===== src/rtl/csel_pkg.sv =====
package csel_pkg;
  localparam int MAX_BLOCKS = 32;
  localparam int SIZE_BITS  = 8;

  typedef logic [MAX_BLOCKS*SIZE_BITS-1:0] sizeVec_t;

  // Total width of the blocks with index below upto.
  function automatic int sizeBelow(sizeVec_t sizes, int upto);
    int total;
    total = 0;
    for (int k = 0; k < MAX_BLOCKS; k++) begin
      if (k < upto) total += int'(sizes[k*SIZE_BITS +: SIZE_BITS]);
    end
    return total;
  endfunction

  function automatic int sizeOf(sizeVec_t sizes, int idx);
    return int'(sizes[idx*SIZE_BITS +: SIZE_BITS]);
  endfunction
endpackage


===== src/rtl/claBlock.sv =====
module claBlock #(
  parameter int W = 4
) (
  input  logic [W-1:0] a,
  input  logic [W-1:0] b,
  input  logic         cIn,
  output logic [W-1:0] sum,
  output logic         cOut
);
  logic [W-1:0] gen;
  logic [W-1:0] prop;
  logic [W:0]   carry;

  assign gen  = a & b;
  assign prop = a | b;

  // Expanded lookahead: each carry is an OR of generate terms
  // gated by the propagates above them, plus the incoming carry
  // gated by every propagate below.
  always_comb begin
    carry[0] = cIn;
    for (int i = 0; i < W; i++) begin
      logic acc;
      logic allProp;
      acc     = 1'b0;
      allProp = 1'b1;
      for (int j = 0; j <= i; j++) begin
        logic term;
        term = gen[j];
        for (int k = j + 1; k <= i; k++) term = term & prop[k];
        acc     = acc | term;
        allProp = allProp & prop[j];
      end
      carry[i+1] = acc | (allProp & cIn);
    end
  end

  assign sum  = a ^ b ^ carry[W-1:0];
  assign cOut = carry[W];

  always_comb begin
    p_cla_arith_r1: assert ({cOut, sum} == ({1'b0, a} + {1'b0, b} + (W+1)'(cIn)));
  end
endmodule


===== src/rtl/selBlock.sv =====
module selBlock #(
  parameter int W = 4
) (
  input  logic [W-1:0] a,
  input  logic [W-1:0] b,
  input  logic         cIn,
  output logic [W-1:0] sum,
  output logic         cOut
);
  logic [W-1:0] sumZero;
  logic [W-1:0] sumOne;
  logic         carryZero;
  logic         carryOne;

  claBlock #(.W(W)) uZero (
    .a(a), .b(b), .cIn(1'b0), .sum(sumZero), .cOut(carryZero)
  );

  claBlock #(.W(W)) uOne (
    .a(a), .b(b), .cIn(1'b1), .sum(sumOne), .cOut(carryOne)
  );

  assign sum  = cIn ? sumOne : sumZero;
  assign cOut = carryZero | (carryOne & cIn);

  always_comb begin
    // An assumed carry of 1 can never yield a smaller carry-out than 0.
    p_carry_mono_r5: assert (!(carryZero && !carryOne));
    // The two speculative sums differ by exactly one.
    p_spec_step_r1: assert ((W+1)'({carryZero, sumZero}) + (W+1)'(1) == {carryOne, sumOne});
  end
endmodule


===== src/rtl/carrySelectAdder.sv =====
module carrySelectAdder #(
  parameter int NUM_BLK = 6,
  parameter logic [8*NUM_BLK-1:0] BLK_SIZES = {8'd6, 8'd7, 8'd6, 8'd5, 8'd4, 8'd4},
  localparam int WIDTH = csel_pkg::sizeBelow(csel_pkg::sizeVec_t'(BLK_SIZES), NUM_BLK)
) (
  input  logic [WIDTH-1:0] opA,
  input  logic [WIDTH-1:0] opB,
  input  logic             carryIn,
  output logic [WIDTH-1:0] sum,
  output logic             carryOut,
  output logic             overflow
);
  localparam csel_pkg::sizeVec_t SIZES = csel_pkg::sizeVec_t'(BLK_SIZES);
  localparam int MSB = WIDTH - 1;

  logic [NUM_BLK:0] blkCarry;
  logic             carryIntoMsb;

  assign blkCarry[0] = carryIn;

  for (genvar k = 0; k < NUM_BLK; k++) begin : gBlk
    localparam int LO = csel_pkg::sizeBelow(SIZES, k);
    localparam int BW = csel_pkg::sizeOf(SIZES, k);
    if (k == 0) begin : gBase
      claBlock #(.W(BW)) uCla (
        .a(opA[LO +: BW]), .b(opB[LO +: BW]), .cIn(blkCarry[k]),
        .sum(sum[LO +: BW]), .cOut(blkCarry[k+1])
      );
    end else begin : gSel
      selBlock #(.W(BW)) uSel (
        .a(opA[LO +: BW]), .b(opB[LO +: BW]), .cIn(blkCarry[k]),
        .sum(sum[LO +: BW]), .cOut(blkCarry[k+1])
      );
    end
  end

  assign carryOut     = blkCarry[NUM_BLK];
  assign carryIntoMsb = opA[MSB] ^ opB[MSB] ^ sum[MSB];
  assign overflow     = carryIntoMsb ^ carryOut;

  always_comb begin
    p_ovf_same_sign_r3: assert (!overflow || (opA[MSB] == opB[MSB]));
    p_ovf_sign_flip_r3: assert (!overflow || (sum[MSB] != opA[MSB]));
    p_carry_out_r2: assert (carryOut == (({1'b0, opA} + {1'b0, opB} + (WIDTH+1)'(carryIn)) >> WIDTH));
  end
endmodule


===== config.mk =====
export PLATFORM = sky130hd
export DESIGN_NAME = carrySelectAdder
export DESIGN_NICKNAME = d
export VERILOG_FILES = /design/src/rtl/csel_pkg.sv /design/src/rtl/claBlock.sv /design/src/rtl/selBlock.sv /design/src/rtl/carrySelectAdder.sv
export SDC_FILE = /design/constraint.sdc
export NUM_CORES = 1
export LEC_CHECK = 0
export BUFFER_PORTS_ARGS = -buffer_cell sky130_fd_sc_hd__buf_2
export CAP_MARGIN = 20
export CELL_PAD_IN_SITES_DETAIL_PLACEMENT = 0
export CELL_PAD_IN_SITES_GLOBAL_PLACEMENT = 2
export CORE_ASPECT_RATIO = 0.9
export CORE_MARGIN = 2
export CORE_UTILIZATION = 30
export DETAILED_ROUTE_END_ITERATION = 16
export GPL_TIMING_DRIVEN = 0
export PLACE_DENSITY = 0.86
export REMOVE_ABC_BUFFERS = 1
export SLEW_MARGIN = 5
export SYNTH_ARGS = -nofsm -noshare
export SYNTH_HDL_FRONTEND = slang
export SYNTH_HIERARCHICAL = 1
export SYNTH_SLANG_ARGS = --single-unit

===== constraint.sdc =====
create_clock -name vclk -period 4.2
set_input_delay 0.84 -clock vclk [all_inputs]
set_output_delay 0.84 -clock vclk [all_outputs]
set_load 0.02 [all_outputs]

; ---- Word-level counts from Yosys, hierarchy flattened
; Index checks and enable logic that the tools add are counted.
; Widths: inputs -> output; s select.
[word_totals]
regBits = 0
word_cells = 255
[op_classes]
bitwise_logic = 250
n_mux = 5
[op_table]
columns = operator, count
row1 = $or 1x1->1, 110
row2 = $and 1x1->1, 108
row3 = $xor 6x6->6, 6
row4 = $xor 7x7->7, 3
row5 = $xor 4x4->4, 5
row6 = $xor 5x5->5, 3
row7 = $and 6x6->6, 2
row8 = $mux 6, 2
row9 = $or 6x6->6, 2
row10 = $and 4x4->4, 2
row11 = $or 4x4->4, 2
row12 = $and 7x7->7, 1
row13 = $mux 7, 1
row14 = $or 7x7->7, 1
row15 = $and 5x5->5, 1
row16 = $mux 5, 1
row17 = $or 5x5->5, 1
row18 = $mux 4, 1
row19 = $xor 1x1->1, 3

; ---- Longest topological paths before layout
; Gate-level depths: netlist of run 1.
[logic_depth]
depth_word = 19
mapped_depth = 16
depth_no_buf = 12

; ---- Cells and area by module
; Netlist of run 1, hierarchy kept.
[modules_own_cells]
columns = module, cells_per_inst, instances, seq_area_each_um2, area_each_um2
row1 = claBlock at gBlk[3].gSel.uSel.uOne ..., 59, 4, 0.0, 432.9
row2 = claBlock at gBlk[4].gSel.uSel.uOne ..., 73, 2, 0.0, 545.5
row3 = claBlock at gBlk[0].gBase.uCla ..., 36, 3, 0.0, 267.8
row4 = claBlock at gBlk[2].gSel.uSel.uOne ..., 44, 2, 0.0, 326.6
row5 = selBlock at gBlk[3].gSel.uSel ..., 10, 2, 0.0, 117.6
row6 = selBlock at gBlk[4].gSel.uSel, 11, 1, 0.0, 132.6
row7 = selBlock at gBlk[2].gSel.uSel, 9, 1, 0.0, 102.6
row8 = selBlock at gBlk[1].gSel.uSel, 7, 1, 0.0, 61.3
row9 = carrySelectAdder, 3, 1, 0.0, 26.3

; ---- Least setup slack after synthesis of run 1
; OpenSTA, ideal clock, no wires.
[synth_path]
path_type = input -> output
from = input port opA[0]
to = output port overflow
slack_ns = -0.499
t_arrival_ns = 3.859
required_ns = 3.360
path_stages = 16
path_buffers = 4
path_cell_list = inv_1 -> ha_1 -> or2b_1 -> a211o_1 -> a21oi_1 -> a21o_2 -> buf_6 -> a21o_2 -> buf_6 -> a21o_2 -> buf_6 -> a21o_2 -> buf_6 -> mux2_4 -> xor2_1 -> xnor2_1
[synth_via]
elab_chain_cells = 19
word_cells_on_any_way = 26
cone_classes = mux (1) / bitwise (25)
[synth_rtl]
columns = item, line_no
row1 = start: declaration, carrySelectAdder.sv:6  ; input logic [WIDTH-1:0] opA,
row2 = $and 4x4->4, claBlock.sv:14  ; assign gen = a & b;
row3 = $and 1x1->1 (3 in a row), claBlock.sv:30  ; for (int k = j + 1; k <= i; k++) term = term & prop[k];
row4 = $or 1x1->1 (3 in a row), claBlock.sv:31  ; acc = acc | term;
row5 = $or 1x1->1 *, claBlock.sv:34  ; carry[i+1] = acc | (allProp & cIn);
row6 = named net blkCarry[1], carrySelectAdder.sv:16  ; logic [NUM_BLK:0] blkCarry;
row7 = $and 1x1->1 *, selBlock.sv:24  ; assign cOut = carryZero | (carryOne & cIn);
row8 = $or 1x1->1 *, selBlock.sv:24
row9 = named net blkCarry[2], carrySelectAdder.sv:16
row10 = [... 2 more ...], n/a
row11 = named net blkCarry[3], carrySelectAdder.sv:16
row12 = [... 2 more ...], n/a
row13 = named net blkCarry[4], carrySelectAdder.sv:16
row14 = $and 1x1->1 *, selBlock.sv:24
row15 = $or 1x1->1 *, selBlock.sv:24
row16 = named net blkCarry[5], carrySelectAdder.sv:16
row17 = $mux 6 *, selBlock.sv:23  ; assign sum = cIn ? sumOne : sumZero;
row18 = named net sum[31], carrySelectAdder.sv:9  ; output logic [WIDTH-1:0] sum,
row19 = $xor 1x1->1 *, carrySelectAdder.sv:38  ; assign carryIntoMsb = opA[MSB] ^ opB[MSB] ^ sum[MSB];
row20 = $xor 1x1->1 *, carrySelectAdder.sv:39  ; assign overflow = carryIntoMsb ^ carryOut;
row21 = end: declaration, carrySelectAdder.sv:11  ; output logic overflow
; Mark *: on every way through the listed nets, which the timed path passes. The rest lies on a longest branch.

; ---- Worst setup path in the final report of run 1
[layout_path]
from = input port opA[5]
to = output port overflow
[layout_via]
elab_chain_cells = 19
word_cells_on_any_way = 27
cone_classes = mux (1) / bitwise (26)
[layout_rtl]
columns = item, line_no
row1 = $or 4x4->4, claBlock.sv:15  ; assign prop = a | b;
row2 = $and 1x1->1 (3 in a row), claBlock.sv:30
row3 = $or 1x1->1 (3 in a row), claBlock.sv:31
row4 = $or 1x1->1 *, claBlock.sv:34
row5 = named net gBlk[1].gSel.uSel.carryOne, selBlock.sv:13  ; logic carryOne;
row6 = $and 1x1->1 *, selBlock.sv:24
row7 = $or 1x1->1 *, selBlock.sv:24
row8 = named net blkCarry[2], carrySelectAdder.sv:16
row9 = [... 2 more ...], n/a
row10 = named net blkCarry[3], carrySelectAdder.sv:16
row11 = [... 1 more ...], n/a
row12 = $or 1x1->1 *, selBlock.sv:24
row13 = named net blkCarry[4], carrySelectAdder.sv:16
row14 = $and 1x1->1 *, selBlock.sv:24
row15 = $or 1x1->1 *, selBlock.sv:24
row16 = named net blkCarry[5], carrySelectAdder.sv:16
row17 = $mux 6 / $and 1x1->1 (equally long branches), "selBlock.sv:23, selBlock.sv:24"
row18 = $xor 1x1->1 / $or 1x1->1 (equally long branches), "carrySelectAdder.sv:38, selBlock.sv:24"
row19 = $xor 1x1->1 *, carrySelectAdder.sv:39
; Marked as above.

==> flow_metrics.py, run 1 <==
metrics = {
    "status": {
        "outcome": "finished, final reports clean",
    },
    "pwr": {
        "peakVddDrop_uv": 86.1,
        "power_density_mw_per_mm2": 152,
        "p_leak_nw": 3.35,
    },
    "yosys": {
        "synth_cell_types": 47,
        "synth.most_common_cell": "inv_1",
        "yosysTopAreaCell": "ha_1",
        "syn_avg_cell_area_sq_um": 7.70,
        "synth_area_sq_mm": 0.00484,
        "netlist_top_cells_count": "inv_1 (172), ha_1 (120), nor2_1 (49)",
        "syn_inst": 628,
        "yosysWarnings": 6,
        "ys_top_cells_by_area": "ha_1 (31%), inv_1 (13%), mux2_4 (7.4%), fa_1 (4.6%), xnor2_1 (4.5%)",
        "ys_seq_area_share_pct": 0,
        "synth_top_area_share_pct": 31.0,
    },
    "setup_path": {
        "cp_slowest_stage_delay_ns": 0.32,
        "crit_top_cell": "a21o_4",
        "endpoint_kind": "output port",
        "path_cells": "buf_2, ha_1, nor2_1, a211o_1, a21oi_2, a21o_4, a21o_4, a21o_4, a21o_4, mux2_4, xor2_2, xnor2_1, buf_2",
        "worst-setup-path-type": "in -> out",
        "cp_slowest_cell": "mux2_4",
        "start_kind": "input port",
        "endpoint": "overflow",
        "crit_start": "opA[5]",
        "cp_max_fo": 4,
        "crit_required_ns": 3.36,
        "arrival_ns": 3.26,
    },
    "timing": {
        "fmax_mhz": 244,
        "period_share_pct": 97.7,
        "slew_viol_final": 0,
        "hold_violations": 0,
        "setup_tns_ns": 0,
        "setup_viol_count_final": 0,
        "fin_crit_ns": 4.10,
    },
    "drt": {
        "first_pass_iters": 4,
        "via_count": 4146,
        "drtIter0Drc": 105,
        "ant_nets": 0,
        "postRouteWirelength_microns": 10100,
        "wl_per_cell_microns": 10.6,
        "viasPerCell": 4.34,
        "drcViolationCount": 0,
    },
    "finish": {
        "nets": 947,
        "drive_gt1_share_pct": 27.2,
        "layoutNonFillerInstCount": 956,
        "flops_and_latches": 0,
        "clock_buffers": 0,
        "antenna-diode-count": 0,
        "seqCellArea_sq_um": 0,
        "multi_input_area_sq_mm": 0.00434,
        "final_cell_area_sq_mm": 0.00587,
        "syn_to_final_growth_pct": 21.4,
        "fill_cells": 1736,
    },
    "job": {
        "drv_cap": 0,
    },
    "placed_design": {
        "portBuffers": 99,
        "dp_cells": 940,
        "dp.final_hpwl_microns": 8570,
        "place_area_sq_mm": 0.00558,
        "gp_congestion": 0.744,
    },
    "floorplan": {
        "coreArea_sq_mm": 0.0160,
        "dieWidth_microns": 138,
        "rows": 44,
        "dieArea_sq_mm": 0.0172,
        "die_h_microns": 124,
        "io_pins": 99,
        "floorplan.initialDensity_pct": 30.3,
    },
    "cts": {
        "ctsHoldBuffers": 0,
    },
    "global_route": {
        "first_global_vias": 3834,
        "grt_max_degree": 8,
        "grt_first_pass_wirelength_microns": 16700,
        "antenna_found_initial": 0,
        "grt_util_all_layers_pct": 11.2,
        "overflow": 0,
    },
    "hold_path": {
        "hold_path_class": "in -> out",
    },
}
## per-stage QoR
step | utilization, % | power (W) | worst slack [ns] | hold WS (ns)
final | 36.8 | 0.000892 | 0.0982 | 2.16
after global routing | 36.8 | 0.000984 | -0.00331 | 2.20
after CTS | 36.2 | 0.000887 | 0.00315 | 2.17
after detailed placement | 35.0 | 0.000842 | -1.19 | 2.16
after global placement | 35.0 | 0.000842 | -1.16 | 2.15
after floorplan | - | 0.000623 | -0.526 | 1.94
## logic make-up after synthesis
family	share of synthesized area, %
other	0.776
and+or+nand+nor	18.6
xor gates and xnor gates	6.34
adders and majority gates	35.6
buffers and inverters	14.3
muxes	8.38
AOI/OAI and AO/OA	16.0
## what timing repair did
| action | in CTS | in global routing |
|---|---|---|
| endpoints found under the setup margin | 21 | 1 |
| pin swaps | 14 | 13 |
| hold endpoints to repair | 0 | 0 |
| setup buffers | 11 | 5 |
| resized for setup | 28 | 17 |
## per-layer routing
metal  track usage (%)  up-vias  wire, microns
met5                 0        -              0
met4             0.120        0              0
met3             0.163        0            338
met2              19.7       68           4580
met1              16.3     1840           5180
li1                  -     2238              -
## cell type report
class / instances / area share [%]
timing repair buffer: 115 / 10.7
tap: 207 / 4.41
inverter: 172 / 11.0
multi-input combinational: 462 / 73.9
## worst max-delay path: cells and delay by family
kind | cells | cell delay [ns]
buf+inv | 2 | 0.30
simple gates | 1 | 0.16
xor+xnor | 2 | 0.29
compound gates | 6 | 1.11
mux | 1 | 0.32
fa+ha+maj | 1 | 0.23
## cell usage in the layout (no fill, tap or decap), drive strengths merged, types with 9 or more instances in the layout
master  netlist  layout
inv         172     172
ha          120     120
buf           4     115
nor2         49      49
mux2         28      28
xnor2        25      25
a21oi        24      24
conb         10      20
nor2b        14      14
o21ai        13      13
a21o         13      13
nand2        12      12
nand2b       12      12
fa           11      11
nand3        10      10
xor2         10      10
nor3b         9       9
a221oi        9       9
## where the power goes
part / total [W] / switching [W] / internal, W
clock: 0 / 0 / 0
combinational: 0.000892 / 0.000468 / 0.000424
sequential: 0 / 0 / 0
## worst min path at each step
stage | start | end | slack, ns | depth (start not counted)
2_1_floorplan | opA[31] | overflow | 1.94 | 2
3_3_place_gp | opB[31] | overflow | 2.15 | 4
3_5_place_dp | opB[31] | overflow | 2.16 | 4
4_1_cts | opB[2] | sum[2] | 2.17 | 5
5_1_grt | opB[2] | sum[2] | 2.20 | 5
6_report | carryIn | sum[0] | 2.16 | 5
Power figures use the tool's default switching activity.
==> inputs of run 2 (changes only) <==
- BUFFER_PORTS_ARGS: -buffer_cell sky130_fd_sc_hd__buf_2 -> -buffer_cell sky130_fd_sc_hd__clkbuf_2
- clock period: 4.2 -> 3.35 ns (I/O delays scaled with it)
==> flow_metrics.py, run 2 (same netlist as run 1, synthesis figures left out) <==
metrics = {
    "finish": {
        "syn_to_final_growth_pct": 30.8,
        "final_common_cell": "inv_1",
        "clock_buffers": 0,
        "antenna-diode-count": 0,
        "layoutNonFillerInstCount": 975,
        "seqCellArea_sq_um": 0,
        "final_util_pct": 39.6,
        "flops_and_latches": 0,
        "drive_gt1_share_pct": 31.1,
        "nets": 966,
        "layout_common_cells": "inv_1 (161), ha_1 (104), clkbuf_2 (70)",
    },
    "timing": {
        "fmax_mhz": 268,
        "slew_viol_final": 0,
        "period_share_pct": 111,
        "fin_ws_ns": -0.380,
        "setup_tns_ns": -2.71,
        "grt_setup_unrepaired": "true",
        "hold_violations": 0,
        "fin_crit_ns": 3.73,
        "setup_viol_count_final": 14,
    },
    "global_route": {
        "grt_util_met3_pct": 0.244,
        "grt_first_pass_wirelength_microns": 17500,
        "overflow": 0,
        "grt.busiest_layer": "met2",
        "antenna_found_initial": 0,
        "use_met2_pct": 20.8,
        "grtUsageMet1_pct": 16.9,
        "grt_util_all_layers_pct": 11.8,
        "first_global_vias": 3957,
        "grt_max_degree": 8,
    },
    "pwr": {
        "power_density_mw_per_mm2": 198,
        "clkPwrFrac_pct": 0,
        "p_leak_nw": 3.54,
        "pwr-share-seq_pct": 0,
        "peakVddDrop_uv": 111,
        "p_comb_share_pct": 100.0,
        "power.net_switching_w": 0.000613,
        "swShare_pct": 49.1,
        "internal_power_w": 0.000636,
    },
    "floorplan": {
        "dieWidth_microns": 138,
        "rows": 44,
        "dieArea_sq_mm": 0.0172,
        "io_pins": 99,
        "floorplan.initialDensity_pct": 30.3,
        "coreArea_sq_mm": 0.0160,
        "die_h_microns": 124,
    },
    "setup_path": {
        "crit_required_ns": 2.68,
        "endpoint_kind": "output port",
        "start_kind": "input port",
        "crit_start": "opA[13]",
        "arrival_ns": 3.06,
        "worst-setup-path-type": "in -> out",
        "cp_max_fo": 6,
    },
    "placed_design": {
        "preCtsSetupSlack_ns": -1.69,
        "dp_cells": 940,
        "portBuffers": 99,
        "dp.final_hpwl_microns": 8490,
        "gp_congestion": 0.742,
    },
    "drt": {
        "ant_nets": 0,
        "drtIter0Drc": 123,
        "drcViolationCount": 0,
        "viasPerCell": 4.40,
        "first_pass_iters": 6,
        "postRouteWirelength_microns": 10400,
        "wl_per_cell_microns": 10.7,
        "via_count": 4286,
    },
    "cts": {
        "ctsHoldBuffers": 0,
    },
    "hold_path": {
        "hold_path_class": "in -> out",
        "holdPathEnd": "sum[2]",
        "hold_depth": 5,
        "worstHoldStart": "opB[2]",
    },
    "job": {
        "drv_cap": 0,
    },
    "status": {
        "outcome": "finished with violations",
        "violations": "negative setup slack",
    },
}
[run 2: cell types whose count changed in the layout (fill, tap and decap cells not counted), sizes merged]
cell / previous run / this run
inv: 172 / 171
buf: 115 / 60
clkbuf: 0 / 74
clkinv: 0 / 1
[run 2: metal layers]
layer	vias up	routed length (microns)
met5	-	0
met4	0	0
met3	0	353
met2	79	4850
met1	1927	5220
li1	2280	-
[run 2: area by class of cell]
class / instances / area (sq um)
Multi-Input combinational cell: 462 / 4410
Timing Repair Buffer: 134 / 988
Fill cell: 1706 / 9640
Inverter: 172 / 668
Tap cell: 207 / 259
[run 2: how the worst max path moves through the flow]
stage	to	slack (ns)
4_1_cts	overflow	-0.45
2_1_floorplan	overflow	-1.04
3_3_place_gp	overflow	-1.68
6_report	overflow	-0.38
3_5_place_dp	overflow	-1.69
5_1_grt	overflow	-0.47
[run 2: stage by stage]
stage          cell area (sq um)  hold slack, ns  power (W)
2_1_floorplan               4830            1.60   0.000781
3_3_place_gp                5580            1.80    0.00106
3_5_place_dp                5580            1.82    0.00106
4_1_cts                     6090            1.82    0.00118
5_1_grt                     6330            1.88    0.00138
6_report                    6330            1.81    0.00125
[run 2: power groups by stage]
stage / combinational, W / sequential [W] / clock, W
2_1_floorplan: 0.000781 / 0 / 0
3_3_place_gp: 0.00106 / 0 / 0
6_report: 0.00125 / 0 / 0
3_5_place_dp: 0.00106 / 0 / 0
5_1_grt: 0.00138 / 0 / 0
4_1_cts: 0.00118 / 0 / 0
[run 2: timing repair]
item / 4_1_cts / 5_1_grt
resized for setup: 64 / 87
setup endpoints to repair: 26 / 23
setup buffers: 33 / 9
pin swaps: 20 / 18
[run 2: worst max-delay path, stage by stage]
cell and delay (ns):
buf_12 0.12, ha_4 0.16, nor2_4 0.12, a221oi_4 0.09, or4_4 0.49, a21o_1 0.18
a21o_4 0.22, a21o_4 0.22, mux2_4 0.32, xor2_2 0.15, xnor2_1 0.15, buf_4 0.16
